**src/rtl/wdt_pkg.sv**
```systemverilog
package wdt_pkg;
  localparam logic [7:0] OFS_CTRL  = 8'h90;
  localparam logic [7:0] OFS_PRE   = 8'h94;
  localparam logic [7:0] OFS_STAT  = 8'h98;
  localparam logic [7:0] OFS_KEY   = 8'h9C;
  localparam logic [7:0] OFS_CNT   = 8'hA0;
  localparam logic [7:0] OFS_REACT = 8'hA4;
  localparam logic [7:0] OFS_WIN   = 8'hA8;

  localparam logic [31:0] EN_MAGIC  = 32'hA985_59DA;
  localparam logic [31:0] FEED_ONE  = 32'h0000_E51A;
  localparam logic [31:0] FEED_TWO  = 32'h0000_A35C;
  localparam logic [7:0]  REACT_IRQ = 8'h0A;
  localparam int          ERR_BIT   = 1;

  typedef enum logic {FEED_IDLE, FEED_ARMED} feed_st_t;

  function automatic logic [2:0] win_shift(input logic [7:0] code);
    case (code)
      8'h50:   win_shift = 3'd1;
      8'h05:   win_shift = 3'd2;
      8'h06:   win_shift = 3'd3;
      8'h07:   win_shift = 3'd4;
      default: win_shift = 3'd1;
    endcase
  endfunction
endpackage

```
**src/rtl/wdt_keyseq.sv**
```systemverilog
module wdt_keyseq
  import wdt_pkg::*;
(
  input  logic        clk,
  input  logic        rst,
  input  logic        armed_i,
  input  logic        key_wr_i,
  input  logic [31:0] key_i,
  output logic        svc_o
);
  feed_st_t st_q, st_n;

  always_comb begin
    st_n  = st_q;
    svc_o = 1'b0;
    if (key_wr_i && armed_i) begin
      if (st_q == FEED_IDLE && key_i == FEED_ONE) begin
        st_n = FEED_ARMED;
      end else if (st_q == FEED_ARMED && key_i == FEED_TWO) begin
        st_n  = FEED_IDLE;
        svc_o = 1'b1;
      end else begin
        st_n = FEED_IDLE;
      end
    end
  end

  always_ff @(posedge clk) begin
    if (rst) st_q <= FEED_IDLE;
    else     st_q <= st_n;
  end


  seq_done_idle_chk: assert property (@(posedge clk) disable iff (rst)
    svc_o |=> (st_q == FEED_IDLE));

  bad_key_idle_chk: assert property (@(posedge clk) disable iff (rst)
    (key_wr_i && armed_i && key_i != FEED_ONE && key_i != FEED_TWO) |=> (st_q == FEED_IDLE));
endmodule

```
**src/rtl/wdt_cfg.sv**
```systemverilog
module wdt_cfg
  import wdt_pkg::*;
#(
  parameter int PRE_W = 12
) (
  input  logic             clk,
  input  logic             rst,
  input  logic             pre_wr_i,
  input  logic             win_wr_i,
  input  logic             react_wr_i,
  input  logic [31:0]      wdata_i,
  input  logic             load_i,
  output logic [PRE_W-1:0] pre_o,
  output logic [7:0]       win_o,
  output logic [7:0]       react_o,
  output logic             irq_sel_o,
  output logic             irq_sel_n_o
);
  logic [PRE_W-1:0] pre_q;
  logic [7:0]       win_q, react_q;
  logic             sel_q;

  assign irq_sel_n_o = load_i ? (react_q == REACT_IRQ) : sel_q;

  always_ff @(posedge clk) begin
    if (rst) begin
      pre_q   <= '1;
      win_q   <= '0;
      react_q <= '0;
      sel_q   <= 1'b0;
    end else begin
      if (pre_wr_i)   pre_q   <= wdata_i[PRE_W-1:0];
      if (win_wr_i)   win_q   <= wdata_i[7:0];
      if (react_wr_i) react_q <= wdata_i[7:0];
      sel_q <= irq_sel_n_o;
    end
  end

  assign pre_o     = pre_q;
  assign win_o     = win_q;
  assign react_o   = react_q;
  assign irq_sel_o = sel_q;


  sel_hold_chk: assert property (@(posedge clk) disable iff (rst)
    !load_i |=> $stable(sel_q));
endmodule

```
**src/rtl/wdt_counter.sv**
```systemverilog
module wdt_counter
  import wdt_pkg::*;
#(
  parameter int CNT_W = 25
) (
  input  logic             clk,
  input  logic             rst,
  input  logic             tick_i,
  input  logic             en_i,
  input  logic             load_i,
  input  logic [CNT_W-1:0] rel_i,
  input  logic [2:0]       wsh_i,
  output logic [CNT_W-1:0] cnt_o,
  output logic             expire_o,
  output logic             early_o
);
  logic [CNT_W-1:0] cnt_q, rel_q, thr_q;
  logic             live_q;

  assign expire_o = tick_i && en_i && !load_i && live_q && (cnt_q == '0);
  assign early_o  = cnt_q > thr_q;
  assign cnt_o    = cnt_q;

  always_ff @(posedge clk) begin
    if (rst) begin
      cnt_q  <= '0;
      rel_q  <= '0;
      thr_q  <= '0;
      live_q <= 1'b0;
    end else if (load_i) begin
      cnt_q  <= rel_i;
      rel_q  <= rel_i;
      thr_q  <= rel_i >> wsh_i;
      live_q <= 1'b1;
    end else if (tick_i && en_i) begin
      if (cnt_q != '0) cnt_q  <= cnt_q - 1'b1;
      else             live_q <= 1'b0;
    end
  end


  cnt_bound_chk: assert property (@(posedge clk) disable iff (rst)
    cnt_q <= rel_q);

  thr_bound_chk: assert property (@(posedge clk) disable iff (rst)
    thr_q <= (rel_q >> 1));

  dead_zero_chk: assert property (@(posedge clk) disable iff (rst)
    !live_q |-> (cnt_q == '0));
endmodule

```
**src/rtl/win_wdog.sv**
```systemverilog
module win_wdog
  import wdt_pkg::*;
#(
  parameter int ADDR_W    = 8,
  parameter int PRE_W     = 12,
  parameter int PRE_SHIFT = 13
) (
  input  logic              clk,
  input  logic              rst,
  input  logic              tick,
  input  logic              wr_en,
  input  logic              rd_en,
  input  logic [ADDR_W-1:0] addr,
  input  logic [31:0]       wdata,
  output logic [31:0]       rdata,
  output logic              err_irq,
  output logic              rst_req
);
  localparam int CNT_W = PRE_W + PRE_SHIFT;

  logic hit_ctrl, hit_pre, hit_stat, hit_key, hit_cnt, hit_react, hit_win;
  assign hit_ctrl  = addr == ADDR_W'(OFS_CTRL);
  assign hit_pre   = addr == ADDR_W'(OFS_PRE);
  assign hit_stat  = addr == ADDR_W'(OFS_STAT);
  assign hit_key   = addr == ADDR_W'(OFS_KEY);
  assign hit_cnt   = addr == ADDR_W'(OFS_CNT);
  assign hit_react = addr == ADDR_W'(OFS_REACT);
  assign hit_win   = addr == ADDR_W'(OFS_WIN);

  logic             en_q, err_q, err_n, go, svc, load;
  logic             expire, early, sel_q, sel_n;
  logic [PRE_W-1:0] pre;
  logic [7:0]       win, react;
  logic [CNT_W-1:0] cnt, rel;
  logic [31:0]      rd_n;

  assign go   = wr_en && hit_ctrl && (wdata == EN_MAGIC) && !en_q;
  assign load = go || svc;
  assign rel  = {pre, {PRE_SHIFT{1'b0}}};

  wdt_keyseq u_keyseq (
    .clk(clk), .rst(rst), .armed_i(en_q), .key_wr_i(wr_en && hit_key),
    .key_i(wdata), .svc_o(svc)
  );

  wdt_cfg #(.PRE_W(PRE_W)) u_cfg (
    .clk(clk), .rst(rst),
    .pre_wr_i(wr_en && hit_pre), .win_wr_i(wr_en && hit_win),
    .react_wr_i(wr_en && hit_react), .wdata_i(wdata), .load_i(load),
    .pre_o(pre), .win_o(win), .react_o(react),
    .irq_sel_o(sel_q), .irq_sel_n_o(sel_n)
  );

  wdt_counter #(.CNT_W(CNT_W)) u_cnt (
    .clk(clk), .rst(rst), .tick_i(tick), .en_i(en_q), .load_i(load),
    .rel_i(rel), .wsh_i(win_shift(win)), .cnt_o(cnt),
    .expire_o(expire), .early_o(early)
  );

  assign err_n = expire || (svc && early) ||
                 (err_q && !(wr_en && hit_stat && wdata[ERR_BIT]));

  always_comb begin
    rd_n = '0;
    if (hit_ctrl)  rd_n[0]       = en_q;
    if (hit_pre)   rd_n[PRE_W-1:0] = pre;
    if (hit_stat)  rd_n[ERR_BIT] = err_q;
    if (hit_cnt)   rd_n          = 32'(cnt);
    if (hit_react) rd_n[7:0]     = react;
    if (hit_win)   rd_n[7:0]     = win;
  end

  always_ff @(posedge clk) begin
    if (rst) begin
      en_q    <= 1'b0;
      err_q   <= 1'b0;
      err_irq <= 1'b0;
      rst_req <= 1'b0;
      rdata   <= '0;
    end else begin
      if (go) en_q <= 1'b1;
      err_q   <= err_n;
      err_irq <= err_n && sel_n;
      rst_req <= err_n && !sel_n;
      if (rd_en) rdata <= rd_n;
    end
  end


  one_reaction_chk: assert property (@(posedge clk) disable iff (rst)
    !(err_irq && rst_req));

  stay_on_chk: assert property (@(posedge clk) disable iff (rst)
    en_q |=> en_q);

  sticky_err_chk: assert property (@(posedge clk) disable iff (rst)
    (err_q && !(wr_en && hit_stat && wdata[ERR_BIT])) |=> err_q);

  out_tracks_chk: assert property (@(posedge clk) disable iff (rst)
    (err_irq || rst_req) == err_q);

  no_feed_off_chk: assert property (@(posedge clk) disable iff (rst)
    !en_q |-> !svc);
endmodule

```
**config.mk**
```make
export PLATFORM = sky130hd
export DESIGN_NAME = win_wdog
export DESIGN_NICKNAME = d
export VERILOG_FILES = /design/src/rtl/wdt_pkg.sv /design/src/rtl/wdt_keyseq.sv /design/src/rtl/wdt_cfg.sv /design/src/rtl/wdt_counter.sv /design/src/rtl/win_wdog.sv
export SDC_FILE = /design/constraint.sdc
export NUM_CORES = 1
export LEC_CHECK = 0
export BUFFER_PORTS_ARGS = -buffer_cell sky130_fd_sc_hd__buf_2
export CORE_MARGIN = 4
export CORE_UTILIZATION = 45
export DETAILED_ROUTE_END_ITERATION = 10
export GPL_ROUTABILITY_DRIVEN = 0
export PLACE_DENSITY = 0.74
export REMOVE_ABC_BUFFERS = 1
export SLEW_MARGIN = 15
export SYNTH_ARGS = -nofsm -noshare
export SYNTH_HDL_FRONTEND = slang
export SYNTH_SLANG_ARGS = --single-unit
```
**constraint.sdc**
```tcl
create_clock -name clk -period 4.5 [get_ports clk]
set_clock_uncertainty 0.05 [all_clocks]
set_input_delay 0.45 -clock clk [delete_from_list [all_inputs] [get_ports clk]]
set_output_delay 0.45 -clock clk [all_outputs]
set_load 0.01 [all_outputs]
```
==> impl_metrics.yaml <==
timing:
  min_period_over_period: 0.642
  rsz0062_at_grt: "no"
  hold_viol: 0
  worstMarginPinSlew_ns: 0.963
  finalSetupTns_ns: 0
  min_period_ns: 2.89
  slew_violations: 0
  fmax_ghz: 0.346
  relSlewSlack: 0.355
  finalSetupViolations: 0
clocking:
  cts.sinks: 104
  cts_resized: 0
  clk_latency_ns: 0.34
  cts_hold_buffers: 0
  cts_tree: "yes"
  cts_buffers: 9
  cts_max_path_buffers: 2
  post_cts_buffers: 0
  root_buffer: "clkbuf_16"
  clkTransAtPathRegs_ns: 0.07
  cts_max_level: 3
cells_and_area:
  synthToLayoutAreaGrowth_pct: 11.7
  fillerInstances: 1083
  fin_nets: 773
  seqCellArea_sq_mm: 0.00208
  multi_input_area_sq_mm: 0.00305
  diodes: 0
  drive_above_1_share: 0.139
  fin_util: 0.523
pwr:
  power_density_mw_per_mm2: 289
  p_leak_uw: 0.00237
  vdd_drop_max_v: 0.000163
detailed_routing:
  first_iter_violations: 439
  drcViolationCount: 0
  via_per_inst: 5.98
  drtAntennaViolNets: 0
  wl_per_cell_um: 17.5
  via_count: 5110
  first_pass_iters: 5
  drt_wl_total_mm: 15.0
synthesis:
  synth.distinct_cells: 60
  synth_edf_count: 0
  syn_area_sq_mm: 0.00544
  syn_avg_cell_area_sq_um: 8.17
  synth_top_cell_by_area: "dfxtp_1"
  ys_seq_elements: 104
  yosysWarnings: 0
  yosys-top-cells-area: "dfxtp_1 38%, nand2_1 4.8%, nor2_1 4.8%"
  syn_inst: 666
  synth_flop_cell: "dfxtp_1"
  synth_top_area_share: 0.383
  yosys-top-cells-count: "104 x dfxtp_1, 70 x nand2_1, 70 x nor2_1"
  synth-seq-area-share: 0.383
  ys_async_sr_fraction: 0
  yosysMostFrequentCell: "dfxtp_1"
worst_setup_path:
  critPathMaxFanout: 15
  rr_worst_depth: 6
  r2r_end: "u_cnt.thr_q[17]$_SDFFE_PP0P_"
  r2r_start: "u_cfg.win_o[4]$_SDFFE_PP0P_"
  arrival_ns: 3.03
  worstPathRequired_ns: 4.64
  start_kind: "register"
  setup.worst_path.end_class: "register"
  rrSetupSlack_ns: 1.61
  worstSetupPathType: "reg -> reg"
die:
  io_pins: 79
  core_area_sq_mm: 0.0116
  initial_utilization: 0.468
  dieArea_sq_mm: 0.0139
  die_x_um: 118
  die_h_um: 118
  fp-row-count: 39
place:
  port_buffers: 71
  hpwl_mm: 10.9
global_routing:
  grt.overflow.total: 0
  grt_max_degree: 72
  grt_pass1_vias: 4806
  track_usage: 0.208
  grt_pass1_wl_mm: 23.9
  antenna_found_initial: 0
hold_path:
  hold_end: "u_cfg.pre_o[11]$_SDFFE_PP1P_"
  min_path_type: "in -> reg"
  hp-start: "wdata[11]"
  holdPathStages: 3
flow_run:
  cap_violations: 0
status:
  status: "complete, no violations"
-- worst max-delay path, cell delays in order (launching register included) --
cell and delay [ns]:
dfxtp_1 0.35, or4b_1 0.60, nor3_1 0.67, and2_1 0.55
nor2_1 0.11, a211oi_1 0.32, a211oi_1 0.09
-- registers in the layout, indices dropped and copies added, names as in the netlist, 8 cells and up --
| name | flops |
|---|---|
| u_cnt.thr_q | 19 |
| u_cfg.react_o | 8 |
| u_cfg.pre_o | 12 |
| u_cfg.win_o | 8 |
| rdata | 25 |
| u_cnt.cnt_o | 25 |
-- per-layer routing --
metal  vias up  routed length, um  track usage
li1       2467                  -            -
met1      2372               6550        0.270
met2       237               6940        0.349
met3        34               1090       0.0389
met4         0                374       0.0674
met5         -                  0            0
-- cell families (layout without fill, tap and decap cells) --
group                      count (synthesis)  count (layout)  share of synthesized area
AOI/OAI and AO/OA                        130             130                      0.161
muxes                                     23              23                     0.0446
and+or+nand+nor                          293             293                      0.274
adders and majority gates                 20              20                     0.0460
other                                      1               7                   0.000689
DFF                                      104             104                      0.383
buffers and inverters                     76             116                     0.0600
xor gates and xnor gates                  19              19                     0.0306
-- power by group --
| group | switching [uW] | internal, uW |
|---|---|---|
| registers | 3.49 | 925 |
| logic | 53.8 | 30.5 |
| clock network | 343 | 404 |
| total | 400 | 1360 |
-- worst max path at each step --
stage	to	cells past startpoint	startpoint	slack, ns
6_report	u_cnt.thr_q[17]$_SDFFE_PP0P_	6	u_cfg.win_o[4]$_SDFFE_PP0P_	1.61
3_5_place_dp	u_cnt.cnt_o[9]$_SDFFE_PP0P_	8	wdata[13]	1.54
2_1_floorplan	u_cnt.cnt_o[1]$_SDFFE_PP0P_	6	addr[6]	1.78
5_1_grt	u_cnt.thr_q[17]$_SDFFE_PP0P_	6	u_cfg.win_o[4]$_SDFFE_PP0P_	1.47
4_1_cts	u_cnt.thr_q[17]$_SDFFE_PP0P_	6	u_cfg.win_o[4]$_SDFFE_PP0P_	1.64
3_3_place_gp	u_cnt.cnt_o[1]$_SDFFE_PP0P_	8	wdata[13]	1.60
-- through the flow --
stage          cells  area (sq um)  hold slack, ns  setup slack, ns  total power, uW
2_1_floorplan    623          5240           0.370             1.78              975
3_3_place_gp     840          5790           0.383             1.60             1030
3_5_place_dp     840          5790           0.391             1.54             1030
4_1_cts          855          6080           0.308             1.64             1770
5_1_grt          855          6080           0.322             1.47             1820
6_report         855          6080           0.313             1.61             1760
-- final cells by class --
class | count | share of cell area
inverters | 27 | 0.0167
flip-flops and latches | 104 | 0.343
clock buffers | 11 | 0.0416
clock inverters | 4 | 0.00494
multi-input cells | 492 | 0.503
repair buffers | 74 | 0.0622
well taps | 143 | 0.0294
-- cells in the final DEF (no fill, tap or decap), drive strengths merged, types with 16 or more instances in the layout --
| cell type | n |
|---|---|
| dfxtp | 104 |
| buf | 74 |
| nor2 | 71 |
| nand2 | 70 |
| nand3 | 46 |
| a21oi | 43 |
| inv | 25 |
| a211oi | 24 |
| ha | 20 |
| mux2i | 19 |
| a22oi | 17 |
| nand2b | 16 |
Power figures use the tool's default switching activity.
